**config.mk**
```make
export PLATFORM = sky130hd
export DESIGN_NAME = parity_xcvr
export DESIGN_NICKNAME = d
export VERILOG_FILES = /design/src/rtl/parity_xcvr.sv
export SDC_FILE = /design/constraint.sdc
export NUM_CORES = 1
export LEC_CHECK = 0
export ABC_AREA = 1
export BUFFER_PORTS_ARGS = -buffer_cell sky130_fd_sc_hd__buf_2
export CORE_UTILIZATION = 42
export DETAILED_ROUTE_END_ITERATION = 10
export PLACE_DENSITY_LB_ADDON = 0.2
export SYNTH_ARGS = -nofsm -noshare
export SYNTH_HDL_FRONTEND = slang
export SYNTH_SLANG_ARGS = --single-unit
```
**constraint.sdc**
```tcl
create_clock -name clk -period 1.11 [get_ports clk]
set_input_delay 0.0555 -clock clk [delete_from_list [all_inputs] [get_ports clk]]
set_output_delay 0.0555 -clock clk [all_outputs]
set_load 0.02 [all_outputs]
```
**src/rtl/parity_xcvr.sv**
```systemverilog
module parity_xcvr #(
  parameter int W = 8
) (
  input  logic         clk,
  input  logic         rst_n,
  input  logic [W-1:0] a_in,
  input  logic         fw_clk,
  input  logic         fw_load_n,
  input  logic         b_en_n,
  output logic [W-1:0] b_out,
  output logic         b_oe,
  output logic         par_out,
  output logic         par_oe,
  output logic         fw_rdy,
  input  logic [W-1:0] b_in,
  input  logic         par_in,
  input  logic         rt_clk,
  input  logic         rt_load_n,
  input  logic         a_en_n,
  output logic [W-1:0] a_out,
  output logic         a_oe,
  output logic         err_out,
  output logic         rt_rdy
);

  logic [W-1:0] fw_q, rt_q;
  logic         rt_par_q;
  logic         fw_clk_d, rt_clk_d, b_en_d, a_en_d;

  always_ff @(posedge clk or negedge rst_n)
    if (!rst_n) begin
      fw_clk_d <= 1'b1;
      rt_clk_d <= 1'b1;
      b_en_d   <= 1'b1;
      a_en_d   <= 1'b1;
    end else begin
      fw_clk_d <= fw_clk;
      rt_clk_d <= rt_clk;
      b_en_d   <= b_en_n;
      a_en_d   <= a_en_n;
    end

  wire fw_ld  = fw_clk & ~fw_clk_d & ~fw_load_n;
  wire rt_ld  = rt_clk & ~rt_clk_d & ~rt_load_n;
  wire fw_rel = b_en_n & ~b_en_d;
  wire rt_rel = a_en_n & ~a_en_d;

  always_ff @(posedge clk or negedge rst_n)
    if (!rst_n) begin
      fw_q   <= '0;
      fw_rdy <= 1'b0;
    end else begin
      if (fw_ld) fw_q <= a_in;
      if (fw_ld) fw_rdy <= 1'b1;
      else if (fw_rel) fw_rdy <= 1'b0;
    end

  always_ff @(posedge clk or negedge rst_n)
    if (!rst_n) begin
      rt_q     <= '0;
      rt_par_q <= 1'b0;
      rt_rdy   <= 1'b0;
    end else begin
      if (rt_ld) begin
        rt_q     <= b_in;
        rt_par_q <= par_in;
      end
      if (rt_ld) rt_rdy <= 1'b1;
      else if (rt_rel) rt_rdy <= 1'b0;
    end

  assign b_out   = fw_q;
  assign b_oe    = ~b_en_n;
  assign par_oe  = ~b_en_n;
  assign par_out = ~^fw_q;

  assign a_out   = rt_q;
  assign a_oe    = ~a_en_n;
  assign err_out = a_en_n | (^{rt_q, rt_par_q});

endmodule

```
==> summary.md, run 1 <==
| Metric | Value |
|---|---|
| DIE HEIGHT | 54.4 um |
| Reg2Reg Depth | 4 |
| Busiest grt layer | met2 |
| Via count | 1137 |
| Met1 Resource Use GR | 27.1% |
| Combinational share of power | 48.2% |
| Top-level I/O count | 48 |
| Filler cell count | 160 |
| Area Growth Syn to Fin | 79.0% |
| Multi-input logic area | 592 um2 |
| Fraction of registers with async set/reset | 100% |
| Number of synthesized flops with an enable pin | 0 |
| Synthesized area per cell | 8.99 um2 |
| Post-synthesis mux area share | 0% |
| Peak Freq | 629 MHz |
| Mapped Area | 1150 um2 |
| M2 GR Usage | 39.0% |
| Site Rows | 18 |
| Drt via density | 4.64 |
| Crit share post-route | 143% |
| Register area | 586 um2 |
| Hold EP | a_out[3] |
| Cell area after placement | 1490 um2 |
| Crit. End Element | primary output |
| Worst Tran Pin Value | 0.522 ns |
| Final TNS setup | -3.02 ns |
| Most common cell in the synthesized netlist | nand2_1 |
| Routed WL per cell | 13.1 um |
| Worst EP arrival | 1.53 ns |
| Simple-gate share of the synthesized area | 18.2% |
| Final worst slack | -0.480 ns |
| RSZ-0062 raised after global routing | true |
| Max Transition Viols Final | 0 |
| Max-capacitance violation count | 0 |
| Yosys cell types | 17 |
| Antenna diode count | 0 |
| Total Nets Final | 241 |
| Hold Path Class | primary input to flop |
| Grt ovf | 0 |
| Vias in the first global route | 1067 |
| Clock-pin slew on the worst setup and hold paths | 0.13 ns |
| DP HPWL | 1610 um |
| Gr usage total | 22.0% |
| Synth Area in Adders | 0% |
| Yosys warnings | 0 |
| First-pass GRT wire length | 4540 um |
| Post-synth top area share | 41.3% |
| TritonCTS Buffers | 3 |
| Crit-path leading delay family | simple AND/OR/NAND/NOR gates |
| Sequential share of power | 38.0% |
| Total power | 2.85 mW |
| Initial antenna violation count | 0 |
| Critical R2R Launch | rt_clk_d |
| Clk pwr share | 13.8% |
| CTS root buffer | clkbuf_4 |
| Synth Area in Compound Gates | 13.8% |
| Largest net degree at the start of global routing | 24 |
| Sw Share | 38.3% |
| Largest buffer count on any clock path | 2 |
| Failing checks | setup timing |
| Sink Count | 23 |
| Startpoint Class | flop |
| Data required, critical path | 1.05 ns |
| Clk_lat worst skew | 0.30 ns |
| Synth top area cells | dfrtp_1, nand2_1, dfstp_2 |
| Starting Density | 45.6% |
| Die area | 2950 um2 |
| Switching pwr | 1.09 mW |
| Remaining DRCs | 0 |
| DR iter-0 viols | 11 |
| Largest family of logic cells by synthesized area | simple AND/OR/NAND/NOR gates |
| DIE WIDTH | 54.4 um |
| Top post-synthesis cells by count | nand2_1, inv_1, dfrtp_1 |
| Crit-path max cell delay | 0.45 ns |
| HP Start | b_in[3] |
| Crit path top cell by count | nand2_1 |
| Power density cells | 1380 nW/um2 |
| Core ar. | 2520 um2 |
| Register bit total from synthesis | 23 |
| CTS tree | done |
| Pint | 1.76 mW |
| Final critical-path required period | 1.59 ns |
| Status | finished with violations |
| H-tree depth | 1 |
| Flop2flop setup slack | -0.20 ns |
| Initial DRT Pass Iterations | 4 |
| Routability cong. | 0.711 |
| Skew final | 0.00363 ns |
| Syn Nets | 153 |
| Top_reg_cell synth | dfrtp_1 |
| Share of layout cells above drive strength 1 | 59.5% |
| Worst r2r dst | a_out[3] |
| Critical path class | flop to primary output |
| Post-Synth XOR/XNOR Area | 5.33% |
| Cell breakdown of the critical path | inv_2 -> nand2_1 -> nand2_1 -> nand2_1 -> nand3_1 -> nand2_1 -> nand2_1 -> nand3_2 -> buf_6 |
| Worst VDD drop | 1130 uV |
| Design Area, Final | 2060 um2 |
| Leak Pwr | 1.07 nW |
| Final Hold Viols | 0 |
| Crit path max fanout | 4 |
| Final number of setup-violating endpoints | 20 |
| Cells after Synth | 128 |
| Post-synthesis sequential area ratio | 50.4% |
| Met3 usage | 3.33% |
| Final ANT Viol Nets | 0 |
| Crit-path slowest cell | dfrtp_2 |
| Synth area leader | dfrtp_1 |
| Relative slew slack | 65.2% |
| Routed wire length | 3210 um |
| WP buf/inv | 2 |
| Port Buf Inserts | 47 |
| Worst hold path depth | 3 |
worst max path at each step:
stage / start / to / slack (ns) / depth (start not counted)
floorplan: fw_clk_d / b_out[1] / -0.06 / 5
global placement: rt_clk_d / a_out[5] / -0.05 / 4
detailed placement: a_out[5] / err_out / -0.08 / 10
CTS: a_out[5] / err_out / -0.38 / 9
global route: a_out[6] / err_out / -0.52 / 10
finish: a_out[4] / err_out / -0.48 / 9
final cells by class:
type                            count  area share (%)
Multi-Input combinational cell     77            28.7
Timing Repair Buffer               88            35.6
Clock buffer                        4            1.28
Sequential cell                    23            28.4
Inverter                           23            4.19
Tap cell                           30            1.82
power by group through the flow:
stage / Clock [mW] / Combinational, mW / Sequential (mW)
floorplan: 0 / 0.535 / 1.19
global placement: 0 / 1.00 / 1.06
detailed placement: 0 / 1.03 / 1.06
CTS: 0.397 / 1.21 / 1.06
global route: 0.457 / 1.47 / 1.10
finish: 0.395 / 1.37 / 1.08
layer usage:
| metal | part of all wire [%] | up-vias | wire length, um |
|---|---|---|---|
| li1 | - | 562 | - |
| met1 | 41 | 528 | 1320 |
| met2 | 53 | 41 | 1690 |
| met3 | 4.5 | 6 | 143 |
| met4 | 1.7 | 0 | 55 |
| met5 | 0 | - | 0 |
layout by cell type (no fill, tap or decap), types with 5 or more instances in the layout:
| cell type | netlist | layout |
|---|---|---|
| inv_2 | 0 | 7 |
| dfrtp_1 | 19 | 15 |
| o21ai_2 | 11 | 11 |
| nor2_4 | 0 | 5 |
| buf_2 | 1 | 40 |
| nand2_2 | 0 | 6 |
| buf_4 | 1 | 11 |
| buf_6 | 2 | 10 |
| nand2_4 | 0 | 9 |
| nand2_1 | 39 | 24 |
| dlygate4sd3_1 | 0 | 21 |
| inv_1 | 23 | 16 |
sequential cells by signal (all words and copies together) (netlist names):
name	flops
b_out	8
fw_rdy	1
rt_clk_d	1
rt_par_q	1
fw_clk_d	1
a_en_d	1
rt_rdy	1
a_out	8
b_en_d	1
through the flow:
step | hold WS (ns) | utilization (%) | setup slack (ns) | instances
3_5_place_dp | 0.0553 | 59.1 | -0.0807 | 213
6_report | 0.0405 | 81.7 | -0.480 | 245
3_3_place_gp | 0.0505 | 59.1 | -0.0502 | 213
5_1_grt | 0.0182 | 81.7 | -0.525 | 245
2_1_floorplan | -0.240 | - | -0.0644 | 128
4_1_cts | 0.000922 | 78.6 | -0.384 | 247
worst reg2reg max path: stages (launching register included):
cell	delay (ns)
dfstp_2	0.39
or3b_4	0.43
buf_6	0.16
buf_16	0.14
a21oi_4	0.13
cell families after synthesis:
logic type                Yosys count
and+or+nand+nor                    51
AOI/OAI and AO/OA                  19
xor gates and xnor gates            7
buffers and inverters              28
DFF                                23
repair_timing:
item / in CTS / in global routing
gates resized for setup: 36 / 39
hold buffers: 20 / 1
endpoints found under the hold margin: 38 / 1
cloned: 5 / 0
pin swaps: 2 / 6
setup endpoints to repair: 19 / 27
setup buffers: 5 / 4
Note: power is estimated with default switching activity, not from simulation.
==> run 2, diff against run 1 <==
--- a/config.mk
+++ b/config.mk
@@ -5,9 +5,9 @@
 export SDC_FILE = /design/constraint.sdc
 export NUM_CORES = 1
 export LEC_CHECK = 0
-export ABC_AREA = 1
 export BUFFER_PORTS_ARGS = -buffer_cell sky130_fd_sc_hd__buf_2
-export CORE_UTILIZATION = 42
+export CAP_MARGIN = 10
+export CORE_UTILIZATION = 44
 export DETAILED_ROUTE_END_ITERATION = 10
 export PLACE_DENSITY_LB_ADDON = 0.2
 export SYNTH_ARGS = -nofsm -noshare
==> constraint.sdc (replaced) <==
create_clock -name clk -period 1.5 [get_ports clk]
set_input_delay 0.075 -clock clk [delete_from_list [all_inputs] [get_ports clk]]
set_output_delay 0.075 -clock clk [all_outputs]
set_load 0.02 [all_outputs]
==> run 2 against run 1 <==
Against the previous run: the flow still finishes with violations (setup timing); first-iteration DRC count fell by 55%; critical path depth fell by 5; register-to-register slack improved by 0.40 ns; critical path type unchanged; final area fell by 24%; sequential cell count did not move; wire length fell by 34%; clock-buffer cell count fell by 1; clock skew rose by 0.0025 ns; utilization fell by 5.3 points; synthesized area fell by 14%.
==> summary.md, run 2 <==
| Metric | Value |
|---|---|
| Status | finished with violations |
| Failing checks | setup timing |
| Simple-gate share of the synthesized area | 4.91% |
| Gr usage total | 19.4% |
| Synth top area cells | dfrtp_1, mux2_2, dfstp_2 |
| Final worst slack | -0.234 ns |
| Top_reg_cell synth | dfrtp_1 |
| Fraction of registers with async set/reset | 100% |
| Post-synthesis sequential area ratio | 58.4% |
| Top-level I/O count | 48 |
| CTS root buffer | clkbuf_4 |
| Max Transition Viols Final | 0 |
| DIE WIDTH | 49.5 um |
| Yosys warnings | 0 |
| H-tree depth | 1 |
| Worst Tran Pin Value | 0.497 ns |
| Final ANT Viol Nets | 0 |
| Number of synthesized flops with an enable pin | 0 |
| Worst EP arrival | 1.66 ns |
| Grt ovf | 0 |
| Starting Density | 48.7% |
| Die area | 2450 um2 |
| Skew final | 0.00614 ns |
| Setup crit end | err_out |
| Pre-CTS setup slack | 0.0861 ns |
| Commonest cells after routing, fill and taps aside | buf_2, dlygate4sd3_1, dfrtp_1, mux2_2 |
| DP HPWL | 1290 um |
| Final Hold Viols | 0 |
| Largest buffer count on any clock path | 2 |
| Worst VDD drop | 1050 uV |
| Crit-path slowest cell | xnor3_1 |
| Synthesized area per cell | 15.3 um2 |
| Clock-pin slew on the worst setup and hold paths | 0.12 ns |
| Register bit total from synthesis | 23 |
| Yosys cell types | 17 |
| Power density cells | 1300 nW/um2 |
| Leading cell type in the layout, fill and taps excluded | buf_2 |
| Crit path max fanout | 2 |
| Final number of setup-violating endpoints | 2 |
| Final critical-path required period | 1.73 ns |
| Routed WL per cell | 12.6 um |
| Via count | 771 |
| Sink Count | 23 |
| Post-synth top area share | 47.9% |
| Flop2flop setup slack | 0.20 ns |
| Share of layout cells above drive strength 1 | 56.0% |
| Crit-path max cell delay | 0.43 ns |
| RSZ-0062 raised after global routing | true |
| Initial antenna violation count | 0 |
| DR iter-0 viols | 5 |
| Synth Area in Compound Gates | 1.01% |
| Most common cell in the synthesized netlist | dfrtp_1 |
| Mapped Area | 993 um2 |
| Routability cong. | 0.656 |
| Port Buf Inserts | 47 |
| Remaining DRCs | 0 |
| Largest family of logic cells by synthesized area | multiplexers |
| Routed wire length | 2110 um |
| Worst hold slack | 0.110 ns |
| Top post-synthesis cells by count | dfrtp_1, mux2_2, xnor2_1 |
| Startpoint Class | flop |
| Synth Area in Adders | 0% |
| Peak Freq | 577 MHz |
| Synth area leader | dfrtp_1 |
| Cells after Synth | 65 |
| Syn Nets | 90 |
| Cell breakdown of the critical path | xor2_1 -> xnor3_1 -> mux2i_2 -> buf_4 |
| Leak Pwr | 0.756 nW |
| TritonCTS Buffers | 3 |
| Critical path class | flop to primary output |
| Reg2Reg Depth | 2 |
| Drt via density | 4.59 |
| Relative slew slack | 66.9% |
| Hold Path Class | primary input to flop |
| Data required, critical path | 1.42 ns |
| DIE HEIGHT | 49.5 um |
| Final Util | 76.3% |
| Initial DRT Pass Iterations | 2 |
| Critical Path Start | a_out[1] |
| Area Growth Syn to Fin | 56.9% |
| CTS tree | done |
| Max-capacitance violation count | 0 |
| Vias in the first global route | 736 |
| First-pass GRT wire length | 3420 um |
| Post-synthesis mux area share | 20.3% |
| Site Rows | 16 |
| Post-Synth XOR/XNOR Area | 13.4% |
| Total Nets Final | 167 |
| Total power | 2.03 mW |
| Critical R2R Launch | fw_clk_d |
| Crit share post-route | 116% |
| Antenna diode count | 0 |
| Largest net degree at the start of global routing | 24 |
| Worst r2r dst | b_out[5] |
| Core ar. | 2040 um2 |
| Clk_lat worst skew | 0.30 ns |
| Filler cell count | 136 |
| Crit. End Element | primary output |
==> run 2: kinds of logic after synthesis <==
kind of cell,after synthesis
compound gates,2
buf+inv,4
simple gates,6
mux,18
xor+xnor,12
flops,23
==> run 2: layer usage <==
layer / vias up / global-route usage [%] / share of wire (%)
li1: 371 / - / -
met1: 369 / 21.2 / 38
met2: 29 / 36.8 / 56
met3: 2 / 2.78 / 4.9
met4: 0 / 8.57 / 0.62
met5: - / 0 / 0
==> run 2: worst min-delay path by stage <==
| stage | end | depth (start not counted) | startpoint | slack (ns) |
|---|---|---|---|---|
| floorplan | a_out[0] | 0 | rst_n | -0.22 |
| global placement | b_out[1] | 1 | rst_n | 0.07 |
| detailed placement | b_out[1] | 1 | rst_n | 0.06 |
| CTS | fw_rdy | 3 | fw_load_n | 0.10 |
| global route | fw_rdy | 3 | fw_load_n | 0.10 |
| finish | fw_rdy | 3 | fw_load_n | 0.11 |
==> run 2: timing repair <==
action,4_1_cts,5_1_grt
hold endpoints to repair,40,0
hold buffers,22,0
buffers inserted,2,2
resized for setup,2,2
pin swaps,1,4
setup endpoints to repair,1,2
==> run 2: layout make-up <==
| cell class | instances | area [um2] | share of cell area, % |
|---|---|---|---|
| well taps | 27 | 33.8 | 2.17 |
| multi-input cells | 38 | 412 | 26.4 |
| flip-flops and latches | 23 | 581 | 37.2 |
| repair buffers | 74 | 498 | 31.9 |
| inverters | 2 | 7.51 | 0.482 |
| clock buffers | 3 | 22.5 | 1.44 |
| clock inverters | 1 | 5.00 | 0.321 |
==> run 2: metrics by stage <==
step / area (um2) / setup TNS, ns / std cells
finish: 1560 / -0.251 / 168
global route: 1560 / -0.401 / 168
global placement: 1260 / 0 / 138
floorplan: 997 / 0 / 65
detailed placement: 1260 / 0 / 138
CTS: 1530 / -0.249 / 166
==> run 2: worst max-delay path, delay by kind of cell (launching register included) <==
kind | cells | cell delay (ns)
DFF | 1 | 0.41
buffers and inverters | 1 | 0.16
xor gates and xnor gates | 2 | 0.59
muxes | 1 | 0.18
==> run 2: power by group <==
group | internal, mW | leakage (nW) | switching [mW] | total (mW)
Sequential | 0.723 | 0.268 | 0.0840 | 0.807
Clock | 0.0995 | 0.0177 | 0.178 | 0.278
Combinational | 0.501 | 0.471 | 0.448 | 0.949
==> run 3, diff against run 2 <==
--- a/config.mk
+++ b/config.mk
@@ -5,7 +5,7 @@
 export SDC_FILE = /design/constraint.sdc
 export NUM_CORES = 1
 export LEC_CHECK = 0
-export BUFFER_PORTS_ARGS = -buffer_cell sky130_fd_sc_hd__buf_2
+export BUFFER_PORTS_ARGS = -buffer_cell sky130_fd_sc_hd__buf_4
 export CAP_MARGIN = 10
 export CORE_UTILIZATION = 44
 export DETAILED_ROUTE_END_ITERATION = 10
==> run 3 against run 2 <==
Against the previous run: the flow still finishes with violations (setup timing); clock-buffer cell count did not move; sequential cell count stayed put; sequential share of layout area shrank 2.4 points; global-route usage is 1.4 points higher; non-clock buffer count decreased by 2; hold slack lost 0.095 ns.
==> summary.md, run 3 (synthesis gave the netlist of run 2 again) <==
| Metric | Value |
|---|---|
| Critical Path Start | a_out[4] |
| Power density cells | 1260 nW/um2 |
| Final TNS setup | -0.230 ns |
| Reg2Reg Depth | 2 |
| Routed wire length | 2280 um |
| Leak Pwr | 0.797 nW |
| Failing checks | setup timing |
| Worst EP arrival | 1.65 ns |
| Die area | 2450 um2 |
| Routed WL per cell | 13.7 um |
| Critical R2R Launch | fw_clk_d |
| Worst VDD drop | 1080 uV |
| CTS root buffer | clkbuf_4 |
| Share of layout cells above drive strength 1 | 58.3% |
| Worst hold slack | 0.0151 ns |
| Sequential share of power | 38.9% |
| Combinational share of power | 48.2% |
| DIE WIDTH | 49.5 um |
| Largest buffer count on any clock path | 2 |
| Starting Density | 48.7% |
| Clk_lat worst skew | 0.30 ns |
| Leading cell type in the layout, fill and taps excluded | buf_4 |
| Vias in the first global route | 835 |
| Remaining DRCs | 0 |
| Final Util | 81.6% |
| Final number of setup-violating endpoints | 2 |
| Peak Freq | 579 MHz |
| Total power | 2.10 mW |
| Top-level I/O count | 48 |
| Commonest cells after routing, fill and taps aside | buf_4, dlygate4sd3_1, dfrtp_1, mux2_2, xnor2_1 |
| DIE HEIGHT | 49.5 um |
| TritonCTS Buffers | 3 |
| Sw Share | 33.4% |
| RSZ-0062 raised after global routing | true |
| Clock-pin slew on the worst setup and hold paths | 0.11 ns |
| Via count | 767 |
| Crit path max fanout | 3 |
| Final worst slack | -0.228 ns |
| Data required, critical path | 1.42 ns |
| Drt via density | 4.62 |
| Pre-CTS setup slack | 0.0836 ns |
| H-tree depth | 1 |
| Initial antenna violation count | 0 |
| Crit. End Element | primary output |
| Relative slew slack | 70.5% |
| Clk pwr share | 12.9% |
| Sink Count | 23 |
| Largest net degree at the start of global routing | 24 |
| Final Hold Viols | 0 |
| Pint | 1.40 mW |
| Worst hold path depth | 2 |
| Core ar. | 2040 um2 |
| Port Buf Inserts | 47 |
| Switching pwr | 0.702 mW |
| DR iter-0 viols | 3 |
| Initial DRT Pass Iterations | 2 |
| Status | finished with violations |
| Area Growth Syn to Fin | 67.8% |
| DP HPWL | 1430 um |
| Max-capacitance violation count | 0 |
| Hold Path Class | primary input to flop |
| Gr usage total | 20.9% |
| Max Transition Viols Final | 0 |
| Startpoint Class | flop |
| HP Start | b_in[4] |
| Final ANT Viol Nets | 0 |
| Site Rows | 16 |
| Antenna diode count | 0 |
| Total Nets Final | 165 |
| First-pass GRT wire length | 3820 um |
| Routability cong. | 0.659 |
| Critical path class | flop to primary output |
| Skew final | 0.00497 ns |
| Grt ovf | 0 |
| Crit share post-route | 115% |
| Final critical-path required period | 1.73 ns |
| Worst Tran Pin Value | 0.442 ns |
| CTS tree | done |
## run 3: worst paths after layout
path / slack, ns / to
worst max-delay path: -0.23 / err_out
worst min-delay path: 0.02 / a_out[4]
worst max register to register: 0.18 / b_out[4]
worst min register to register: 0.55 / rt_rdy
max in group asynchronous: 1.04 / b_en_d
min in group asynchronous: 0.18 / fw_rdy
## run 3: what timing repair did
item	in CTS	in global routing
gates resized for setup	1	3
pin swaps	1	4
endpoints found under the setup margin	1	2
buffers inserted	2	2
endpoints found under the hold margin	40	2
hold buffers	18	2
## run 3: power groups by stage
stage               Sequential (mW)  Combinational [mW]  Clock [mW]
floorplan                     0.920               0.459           0
global placement              0.811               0.897           0
detailed placement            0.820               0.906           0
CTS                           0.807               0.972       0.283
global route                  0.834                1.07       0.307
finish                        0.818                1.01       0.272
## run 3: through the flow
stage	cells	instance area (um2)
3_3_place_gp	138	1380
2_1_floorplan	65	997
6_report	166	1670
5_1_grt	166	1670
3_5_place_dp	138	1380
4_1_cts	162	1610
## run 3: cell type report
cell class | instances | area, um2
tap | 27 | 33.8
fill | 120 | 375
timing repair buffer | 72 | 591
clock inverter | 1 | 5.00
inverter | 2 | 7.51
multi-input combinational | 38 | 427
sequential | 23 | 581
clock buffer | 3 | 22.5
## run 3: layer usage
layer,vias up,GRT usage [%],part of all wire (%)
li1,367,-,-
met1,369,23.4,39
met5,-,0,0
met3,2,2.78,5.1
met2,29,40.6,55
met4,0,5.71,0.57
## run 3: critical path, cell delays in order, from the launching register on
cell and delay, ns:
dfrtp_1 0.41, xor2_1 0.17, xnor3_1 0.43, mux2i_2 0.18, buf_4 0.16
